## config.mk

```make
export PLATFORM = sky130hd
export DESIGN_NAME = mnd_frac_divider
export DESIGN_NICKNAME = d
export VERILOG_FILES = /design/src/rtl/mnd_frac_divider.sv
export SDC_FILE = /design/constraint.sdc
export NUM_CORES = 1
export LEC_CHECK = 0
export ABC_AREA = 1
export BUFFER_PORTS_ARGS = -buffer_cell sky130_fd_sc_hd__buf_4
export CAP_MARGIN = 20
export CORE_MARGIN = 2
export CORE_UTILIZATION = 55
export DETAILED_ROUTE_END_ITERATION = 6
export GPL_ROUTABILITY_DRIVEN = 0
export HOLD_SLACK_MARGIN = 0.02
export PLACE_DENSITY = 0.79
export REMOVE_ABC_BUFFERS = 1
export SYNTH_ARGS = -nofsm -noshare
export SYNTH_HDL_FRONTEND = slang
export SYNTH_SLANG_ARGS = --single-unit
```

## constraint.sdc

```tcl
create_clock -name clk -period 2.85 [get_ports clk]
set_input_delay 0.285 -clock clk [delete_from_list [all_inputs] [get_ports clk]]
set_output_delay 0.285 -clock clk [all_outputs]
set_load 0.005 [all_outputs]
```

## src/rtl/mnd_frac_divider.sv

```systemverilog
module mnd_frac_divider #(
  parameter int W = 9
) (
  input  logic         clk,
  input  logic         rst_n,
  input  logic [1:0]   mode,
  input  logic [W-1:0] m_val,
  input  logic [W-1:0] n_code,
  input  logic [W-1:0] d_code,
  output logic         clk_en
);
  localparam int NW = W + 1;
  localparam logic [1:0] MODE_DIV = 2'd2;

  logic [NW-1:0] n_dec;
  logic [W-1:0]  high_cnt;
  logic          active;
  logic [NW-1:0] acc_q, acc_d;
  logic [NW:0]   sum;
  logic          hit;

  // decoded divisor, one bit wider than W
  assign n_dec    = {1'b0, ~n_code} + {1'b0, m_val};
  // decoded high-time count
  assign high_cnt = ~d_code;
  // divider runs only in mode 2 with 0 < m < n
  assign active   = (mode == MODE_DIV) && (n_dec != '0) && (m_val != '0)
                    && ({1'b0, m_val} < n_dec);
  assign sum      = {1'b0, acc_q} + {2'b0, m_val};
  assign hit      = {acc_q, 1'b0} < {2'b0, high_cnt};

  always_comb begin
    if (!active)                   acc_d = '0;
    else if (acc_q >= n_dec)       acc_d = '0;
    else if (sum >= {1'b0, n_dec}) acc_d = NW'(sum - {1'b0, n_dec});
    else                           acc_d = sum[NW-1:0];
  end

  always_ff @(posedge clk or negedge rst_n) begin
    if (!rst_n) begin
      acc_q  <= '0;
      clk_en <= 1'b0;
    end else begin
      acc_q  <= acc_d;
      clk_en <= active ? hit : 1'b1;
    end
  end


  bypass_high_chk: assert property (@(posedge clk) disable iff (!rst_n)
    (mode != MODE_DIV) |=> clk_en);

  equal_ratio_chk: assert property (@(posedge clk) disable iff (!rst_n)
    (mode == MODE_DIV && {1'b0, m_val} == n_dec) |=> clk_en);

  acc_range_chk: assert property (@(posedge clk) disable iff (!rst_n)
    active |=> (acc_q < $past(n_dec)));

  zero_high_chk: assert property (@(posedge clk) disable iff (!rst_n)
    (active && d_code == {W{1'b1}}) |=> !clk_en);

  resync_chk: assert property (@(posedge clk) disable iff (!rst_n)
    (active && acc_q >= n_dec) |=> (acc_q == '0));
endmodule

```

==> results of run 1 <==
[per-layer routing]
metal	GRT usage [%]	routed length, µm	part of all wire (%)
met1	34.7	4040	36
met2	60.7	5530	49
met3	2.03	934	8.2
met4	14.3	840	7.4
met5	0	0	0
[repair_timing]
item                                   4_1_cts  5_1_grt
endpoints found under the hold margin       11        0
hold buffers                                 1        0
pin swaps                                    6       31
setup endpoints to repair                   10       11
setup buffers                                8        4
gates resized for setup                     16       42
gates cloned                                 1        4
[per-stage QoR]
| stage | area [µm²] | setup TNS (ns) | instances | hold slack (ns) |
|---|---|---|---|---|
| after floorplan | 2690 | -1.25 | 409 | -0.0106 |
| after global placement | 3540 | -2.37 | 575 | 0.122 |
| after detailed placement | 3540 | -3.96 | 575 | 0.124 |
| after CTS | 3770 | -0.261 | 589 | 0.415 |
| after global routing | 4110 | -6.08 | 597 | 0.441 |
| final | 4110 | -4.15 | 597 | 0.404 |
[sequential cells by signal, summed over array words and instances (netlist names)]
name and flops:
acc_q 10, clk_en 1
[power by group]
group          internal [mW]  switching (mW)
logic                   2.22            2.65
clock network         0.0994          0.0765
registers              0.221          0.0740
[synth_stat cells]
master,instances
sky130_fd_sc_hd__a2111oi_0,1
sky130_fd_sc_hd__a21boi_1,2
sky130_fd_sc_hd__a21o_1,1
sky130_fd_sc_hd__a21oi_1,17
sky130_fd_sc_hd__a21oi_2,11
sky130_fd_sc_hd__a21oi_4,1
sky130_fd_sc_hd__a31oi_1,1
sky130_fd_sc_hd__and2_1,1
sky130_fd_sc_hd__buf_12,1
sky130_fd_sc_hd__buf_6,1
sky130_fd_sc_hd__buf_8,1
sky130_fd_sc_hd__clkinv_1,1
sky130_fd_sc_hd__dfrtp_1,11
sky130_fd_sc_hd__fa_1,3
sky130_fd_sc_hd__ha_1,51
sky130_fd_sc_hd__inv_1,70
sky130_fd_sc_hd__inv_2,4
sky130_fd_sc_hd__inv_4,1
sky130_fd_sc_hd__nand2_1,94
sky130_fd_sc_hd__nand2_2,14
sky130_fd_sc_hd__nand2_4,4
sky130_fd_sc_hd__nand2_8,1
sky130_fd_sc_hd__nand3_1,37
sky130_fd_sc_hd__nand3_2,4
sky130_fd_sc_hd__nand4_1,11
sky130_fd_sc_hd__nor2_1,29
sky130_fd_sc_hd__nor2_2,4
sky130_fd_sc_hd__nor3_1,1
sky130_fd_sc_hd__nor3_4,1
sky130_fd_sc_hd__nor4_1,3
sky130_fd_sc_hd__o211ai_1,1
sky130_fd_sc_hd__o21ai_0,10
sky130_fd_sc_hd__o21ai_1,1
sky130_fd_sc_hd__o21ai_2,1
sky130_fd_sc_hd__o21ba_2,1
sky130_fd_sc_hd__o21bai_1,2
sky130_fd_sc_hd__or2_0,1
sky130_fd_sc_hd__or2_2,1
sky130_fd_sc_hd__xnor2_1,1
sky130_fd_sc_hd__xor2_1,11
[area by class of cell]
type,count,area (µm²),share of cell area (%)
Timing Repair Buffer,117,995,24.2
Sequential cell,11,275,6.70
Tap cell,67,83.8,2.04
Inverter,76,288,7.01
Multi-Input combinational cell,322,2420,58.9
Clock buffer,4,45.0,1.10
[cell families (layout without fill, tap and decap cells)]
kind of cell	after synthesis	after routing
simple gates	206	206
buf+inv	79	197
fa+ha+maj	54	54
compound gates	50	50
xor+xnor	12	12
flops	11	11
[worst max-delay path by stage]
stage                                   from            endpoint  depth (start not counted)
final                     acc_q[6]$_DFF_PN0_  acc_q[9]$_DFF_PN0_                         14
after global routing      acc_q[1]$_DFF_PN0_  acc_q[1]$_DFF_PN0_                         19
after CTS                 acc_q[0]$_DFF_PN0_  acc_q[1]$_DFF_PN0_                         19
after detailed placement            m_val[0]  acc_q[7]$_DFF_PN0_                         18
after global placement              m_val[0]  acc_q[9]$_DFF_PN0_                         18
after floorplan           acc_q[0]$_DFF_PN0_  acc_q[0]$_DFF_PN0_                         17
[critical path: cells and delay by family (launching register included)]
| family | cells | cell delay (ns) |
|---|---|---|
| and+or+nand+nor | 8 | 1.34 |
| adders and majority gates | 2 | 0.64 |
| DFF | 1 | 0.41 |
| buffers and inverters | 2 | 0.26 |
| xor gates and xnor gates | 1 | 0.26 |
| AOI/OAI and AO/OA | 1 | 0.25 |
==> qor.log, run 1 <==
qor: status.outcome finished, violations left
qor: status.violated_checks setup timing
qor: routing.detail_route.drc_violations 0
qor: synth.synth_top_cell_area_share 23.3%
qor: clock_tree.root_buffer sky130_fd_sc_hd__clkbuf_8
qor: synth.synthCells 412
qor: cells_and_area.layout.nets 616
qor: timing.least_setup_slack_across_all_paths_after_layout -0.430 ns
qor: grt.globalRouteTotalUtil 31.4%
qor: pwr.p_leak 2.28 nW
qor: clock_tree.cts.clk_slew.worst_paths 0.06 ns
qor: worst_hold_path.hold_path_class input pin to asynchronous set/reset pin
qor: setup_path.setup.reg_to_reg.worst_slack -0.43 ns
qor: pwr.max-vdd-ir-drop 0.00130 V
qor: timing.fin_crit 3.28 ns
qor: floorplan.floorplan.initialDensity 57.6%
qor: routing.dr.first_iter.drc_count 324
qor: timing.grt_setup_unrepaired yes
qor: grt.grt_pass1_wl 13300 µm
qor: setup_path.cpMaxStageDelayCell sky130_fd_sc_hd__nor4_1
qor: synth.yosys.area_share.xor_xnor 3.84%
qor: grt.grt_remaining_overflow 0
qor: setup_path.critPathKind flip-flop to flip-flop
qor: synth.muxShareOfSynthArea 0%
qor: setup_path.worst_setup_path_end_kind flip-flop
qor: synth.synthTopCellsByArea sky130_fd_sc_hd__ha_1 23%, sky130_fd_sc_hd__nand2_1 13%, sky130_fd_sc_hd__dfrtp_1 10%
qor: grt.first_global_vias 3155
qor: setup_path.worst_r2r_startpoint acc_q[6]$_DFF_PN0_
qor: setup_path.worstRegToRegCells 14
qor: timing.finalHoldViolCount 0
qor: timing.layout_worst_path_cycle_share 115%
qor: synth.synth-seq-cells 11
qor: setup_path.worst-endpoint-required 3.00 ns
qor: floorplan.die_area 5560 µm²
qor: grt.grt_start_max_net_pins 20
qor: synth.netlist.top_cell.by_area sky130_fd_sc_hd__ha_1
qor: floorplan.core.rowCount 25
qor: routing.avgViaCountPerCell 6.05
qor: setup_path.crit_chain ha_1 > inv_1 > nor4_1 > nand2_1 > nand3_1 > xor2_1 > ha_1 > nand4_1 > nor3_4 > a21oi_4 > buf_12 > nand2_1 > nor2_1 > nor2_1
qor: pwr.power_density_over_the_cells 1300 nW/µm²
qor: setup_path.critical_path_arrival 3.43 ns
qor: routing.first_pass_iters 6
qor: synth.main_combinational_cell_family_by_area_after_synthesis simple AND/OR/NAND/NOR gates
qor: synth.synth_compound_area_share 12.1%
qor: cells_and_area.diodes 0
qor: setup_path.worst_setup_path_start_kind flip-flop
qor: floorplan.pin_count 32
qor: clock_tree.worstSkewPairLatency 0.26 ns
qor: cells_and_area.finish.utilization 86.4%
qor: routing.route.vias.total 3614
qor: timing.slew_headroom 56.3%
qor: floorplan.dieHeight 74.5 µm
qor: cells_and_area.drive_gt1_share 40.2%
qor: cells_and_area.layout_common_cells 108 x sky130_fd_sc_hd__buf_4, 84 x sky130_fd_sc_hd__nand2_1, 67 x sky130_fd_sc_hd__inv_1
qor: pwr.power 5.35 mW
qor: floorplan.die_width 74.5 µm
qor: floorplan.core-area 4750 µm²
qor: placement.place.detailed.hpwl 6370 µm
qor: timing.finalSetupViolations 11
qor: timing.max_slew.worst_pin.slew 0.640 ns
qor: grt.antenna_violations_before_repair 0
qor: setup_path.worstReg2RegEnd acc_q[9]$_DFF_PN0_
qor: routing.drtAntennaViolNets 0
qor: clock_tree.cts_buffer_depth 2
qor: placement.io_buffers 31
qor: setup_path.critical_path_maximum_fanout 10
qor: cells_and_area.areaGrowthSynthToFinish 50.1%
qor: synth.netlist_area 2740 µm²
qor: synth.yosysUniqueCellTypes 40
qor: clock_tree.tritoncts yes
qor: clock_tree.ctsHtreeMaxLevel 1
qor: synth.yosysWarnings 0
qor: timing.maxClockFrequency 0.305 GHz
qor: synth.yosysSeqAreaShare 10.1%
qor: cells_and_area.commonest_non_fill_non_tap_cell_in_the_layout sky130_fd_sc_hd__buf_4
qor: routing.detail_route.wl_per_cell 19.0 µm
qor: synth.post_synth_fa_ha_maj_area_fraction 25.5%
qor: clock_tree.clock_sink_count 11
qor: clock_tree.cts_inserted_buffers 3
qor: setup_path.critical-path-max-stage-delay 0.53 ns
qor: routing.wirelength 11300 µm
qor: timing.report.final.slew_viol_count 0
qor: timing.fin_skew 0.00789 ns
qor: placement.dp_worst_setup_slack -0.414 ns
qor: cells_and_area.filler_cell_count 263
qor: synth.avgSynthCellArea 6.64 µm²
qor: run.max_cap_check_violation_count 0
qor: synth.post_synth_and_or_nand_nor_area_fraction 36.3%
Power figures use the tool's default switching activity.
==> run 2, diff against run 1 <==
Settings changed: CORE_ASPECT_RATIO set to 0.5, TNS_END_PERCENT set to 100.
==> run 2 against run 1 <==
The flow finishes with violations (DRC, setup timing). Non-clock buffer count up 11. Via count rose by 6.4%. Clock skew down 0.0011 ns. Cell area up 2.7%.
==> qor.log, run 2 (same netlist as run 1, synthesis figures left out) <==
qor: status.outcome finished, violations left
qor: status.violated_checks DRC, setup timing
qor: clock_tree.ctsHtreeMaxLevel 1
qor: setup_path.cpLargestDelayFamily simple AND/OR/NAND/NOR gates
qor: grt.grt_pass1_wl 16200 µm
qor: timing.grt_setup_unrepaired yes
qor: clock_tree.root_buffer sky130_fd_sc_hd__clkbuf_8
qor: timing.report.final.slew_viol_count 0
qor: timing.finalHoldViolCount 0
qor: placement.dp.cells 580
qor: setup_path.worstRegToRegCells 19
qor: clock_tree.cts.clk_slew.worst_paths 0.05 ns
qor: timing.final.hold.worst_slack 0.454 ns
qor: clock_tree.cts_buffer_depth 2
qor: cells_and_area.registers.top_by_ff_count acc_q
qor: run.max_cap_check_violation_count 0
qor: timing.fin_crit 3.46 ns
qor: cells_and_area.layout.nets 627
qor: cells_and_area.registers_with_the_most_flip_flops acc_q: 10 flops, clk_en: 1 flops
qor: routing.first_pass_iters 7
qor: grt.first_global_vias 3337
qor: clock_tree.tritoncts yes
qor: grt.globalRouteTotalUtil 38.2%
qor: floorplan.die_area 5590 µm²
qor: cells_and_area.diodes 0
qor: routing.avgViaCountPerCell 6.29
qor: setup_path.critical_path_arrival 3.60 ns
qor: timing.maxClockFrequency 0.289 GHz
qor: floorplan.dieHeight 53.9 µm
qor: timing.max_slew.worst_pin.slew 0.734 ns
qor: cells_and_area.largest_reg_flops 10
qor: timing.slew_headroom 50.6%
qor: setup_path.critical-path-max-stage-delay 0.45 ns
qor: timing.layout_worst_path_cycle_share 121%
qor: pwr.power 5.76 mW
qor: setup_path.worst_setup_path_end_kind flip-flop
qor: routing.detail_route.drc_violations 13
qor: placement.io_buffers 31
qor: clock_tree.worstSkewPairLatency 0.25 ns
qor: routing.route.vias.total 3846
qor: setup_path.cpMaxStageDelayCell sky130_fd_sc_hd__dfrtp_1
qor: placement.dp_worst_setup_slack -0.368 ns
qor: clock_tree.cts_inserted_buffers 3
qor: setup_path.setup.reg_to_reg.worst_slack -0.61 ns
qor: floorplan.core-area 4860 µm²
qor: timing.finalSetupViolations 10
qor: setup_path.timing.critical_path.mode_cell sky130_fd_sc_hd__nand2_1
qor: floorplan.core.rowCount 18
qor: floorplan.die_width 104 µm
qor: pwr.p_leak 2.33 nW
qor: routing.dr.first_iter.drc_count 543
qor: clock_tree.clock_sink_count 11
qor: placement.place.detailed.hpwl 6240 µm
qor: grt.grt_start_max_net_pins 20
qor: cells_and_area.layout_common_cells 117 x sky130_fd_sc_hd__buf_4, 86 x sky130_fd_sc_hd__nand2_1, 66 x sky130_fd_sc_hd__inv_1
qor: pwr.max-vdd-ir-drop 0.00155 V
qor: cells_and_area.commonest_non_fill_non_tap_cell_in_the_layout sky130_fd_sc_hd__buf_4
qor: timing.least_setup_slack_across_all_paths_after_layout -0.610 ns
qor: grt.antenna_violations_before_repair 0
qor: floorplan.floorplan.initialDensity 56.2%
qor: setup_path.worst_setup_path_start_kind flip-flop
qor: floorplan.pin_count 32
qor: cells_and_area.fin_cells 611
qor: placement.dpl_cell_area 3570 µm²
qor: pwr.power_density_over_the_cells 1370 nW/µm²
qor: setup_path.crit_buf_inv 4
qor: worst_hold_path.hold_path_class input pin to asynchronous set/reset pin
qor: routing.drtAntennaViolNets 0
qor: routing.detail_route.wl_per_cell 21.4 µm
qor: cells_and_area.finalInstanceArea 4220 µm²
qor: routing.wirelength 13100 µm
qor: timing.fin_skew 0.00676 ns
qor: setup_path.critical_path_maximum_fanout 19
qor: grt.grt_remaining_overflow 0
qor: cells_and_area.areaGrowthSynthToFinish 54.1%
qor: setup_path.crit_cells 19
qor: setup_path.crit_chain ha_4 > nand2_1 > nor2_2 > nand2_1 > nand3_2 > a21oi_2 > o21ai_1 > xor2_1 > inv_1 > ha_1 > nand2_1 > inv_1 > nand3_2 > nor3_4 > a21oi_4 > buf_12 > buf_4 > a21oi_2 > nor2_1
qor: cells_and_area.drive_gt1_share 42.1%
qor: setup_path.worst-endpoint-required 2.99 ns
qor: setup_path.critPathKind flip-flop to flip-flop
==> run 2: cell count changes in the layout (fill, tap and decap cells not counted), moves of 2 or more <==
| cell | previous run | this run |
|---|---|---|
| sky130_fd_sc_hd__buf_4 | 108 | 117 |
| sky130_fd_sc_hd__nand2_1 | 84 | 86 |
| sky130_fd_sc_hd__buf_16 | 1 | 3 |
| sky130_fd_sc_hd__buf_6 | 1 | 3 |
| sky130_fd_sc_hd__clkbuf_16 | 3 | 0 |
==> run 2: worst paths after layout <==
check | startpoint | to
hold reg to reg | acc_q[8]$_DFF_PN0_ | clk_en$_DFF_PN0_
max in group asynchronous | rst_n | acc_q[8]$_DFF_PN0_
hold / removal | rst_n | acc_q[4]$_DFF_PN0_
setup reg to reg | acc_q[4]$_DFF_PN0_ | acc_q[1]$_DFF_PN0_
setup / recovery | acc_q[4]$_DFF_PN0_ | acc_q[1]$_DFF_PN0_
min in group clk | mode[0] | clk_en$_DFF_PN0_
==> run 2: report_power, final <==
| part | internal [mW] | total [mW] | switching, mW |
|---|---|---|---|
| logic | 2.40 | 5.29 | 2.90 |
| clock network | 0.0988 | 0.165 | 0.0658 |
| registers | 0.221 | 0.303 | 0.0815 |
| total | 2.72 | 5.76 | 3.04 |
==> run 2: timing repair <==
action / 4_1_cts / 5_1_grt
pin swaps: 12 / 27
hold buffers: 1 / 0
setup endpoints to repair: 10 / 11
hold endpoints to repair: 11 / 0
cloned: 3 / 0
gates resized for setup: 32 / 38
setup buffers: 17 / 8
==> run 2: layer usage <==
metal / vias to the layer above / wire [µm] / track usage, % / share of wire (%)
met1: 1692 / 4730 / 44.4 / 36
met2: 403 / 5360 / 67.9 / 41
met5: - / 0 / 2.68 / 0
met3: 151 / 1790 / 8.60 / 14
li1: 1600 / - / - / -
met4: 0 / 1200 / 22.5 / 9.2
==> run 2: cell type report <==
type                       instances  area (µm²)
inverter                          76         292
sequential                        11         275
tap                               70        87.6
clock buffer                       4        45.0
multi-input combinational        322        2430
fill                             240         648
timing repair buffer             128        1080
==> run 2: per-stage QoR <==
step	TNS [ns]	utilization [%]
floorplan	-1.25	-
global placement	-2.59	73.5
detailed placement	-3.76	73.5
CTS	-0.606	81.9
global route	-5.22	86.7
finish	-5.36	86.7
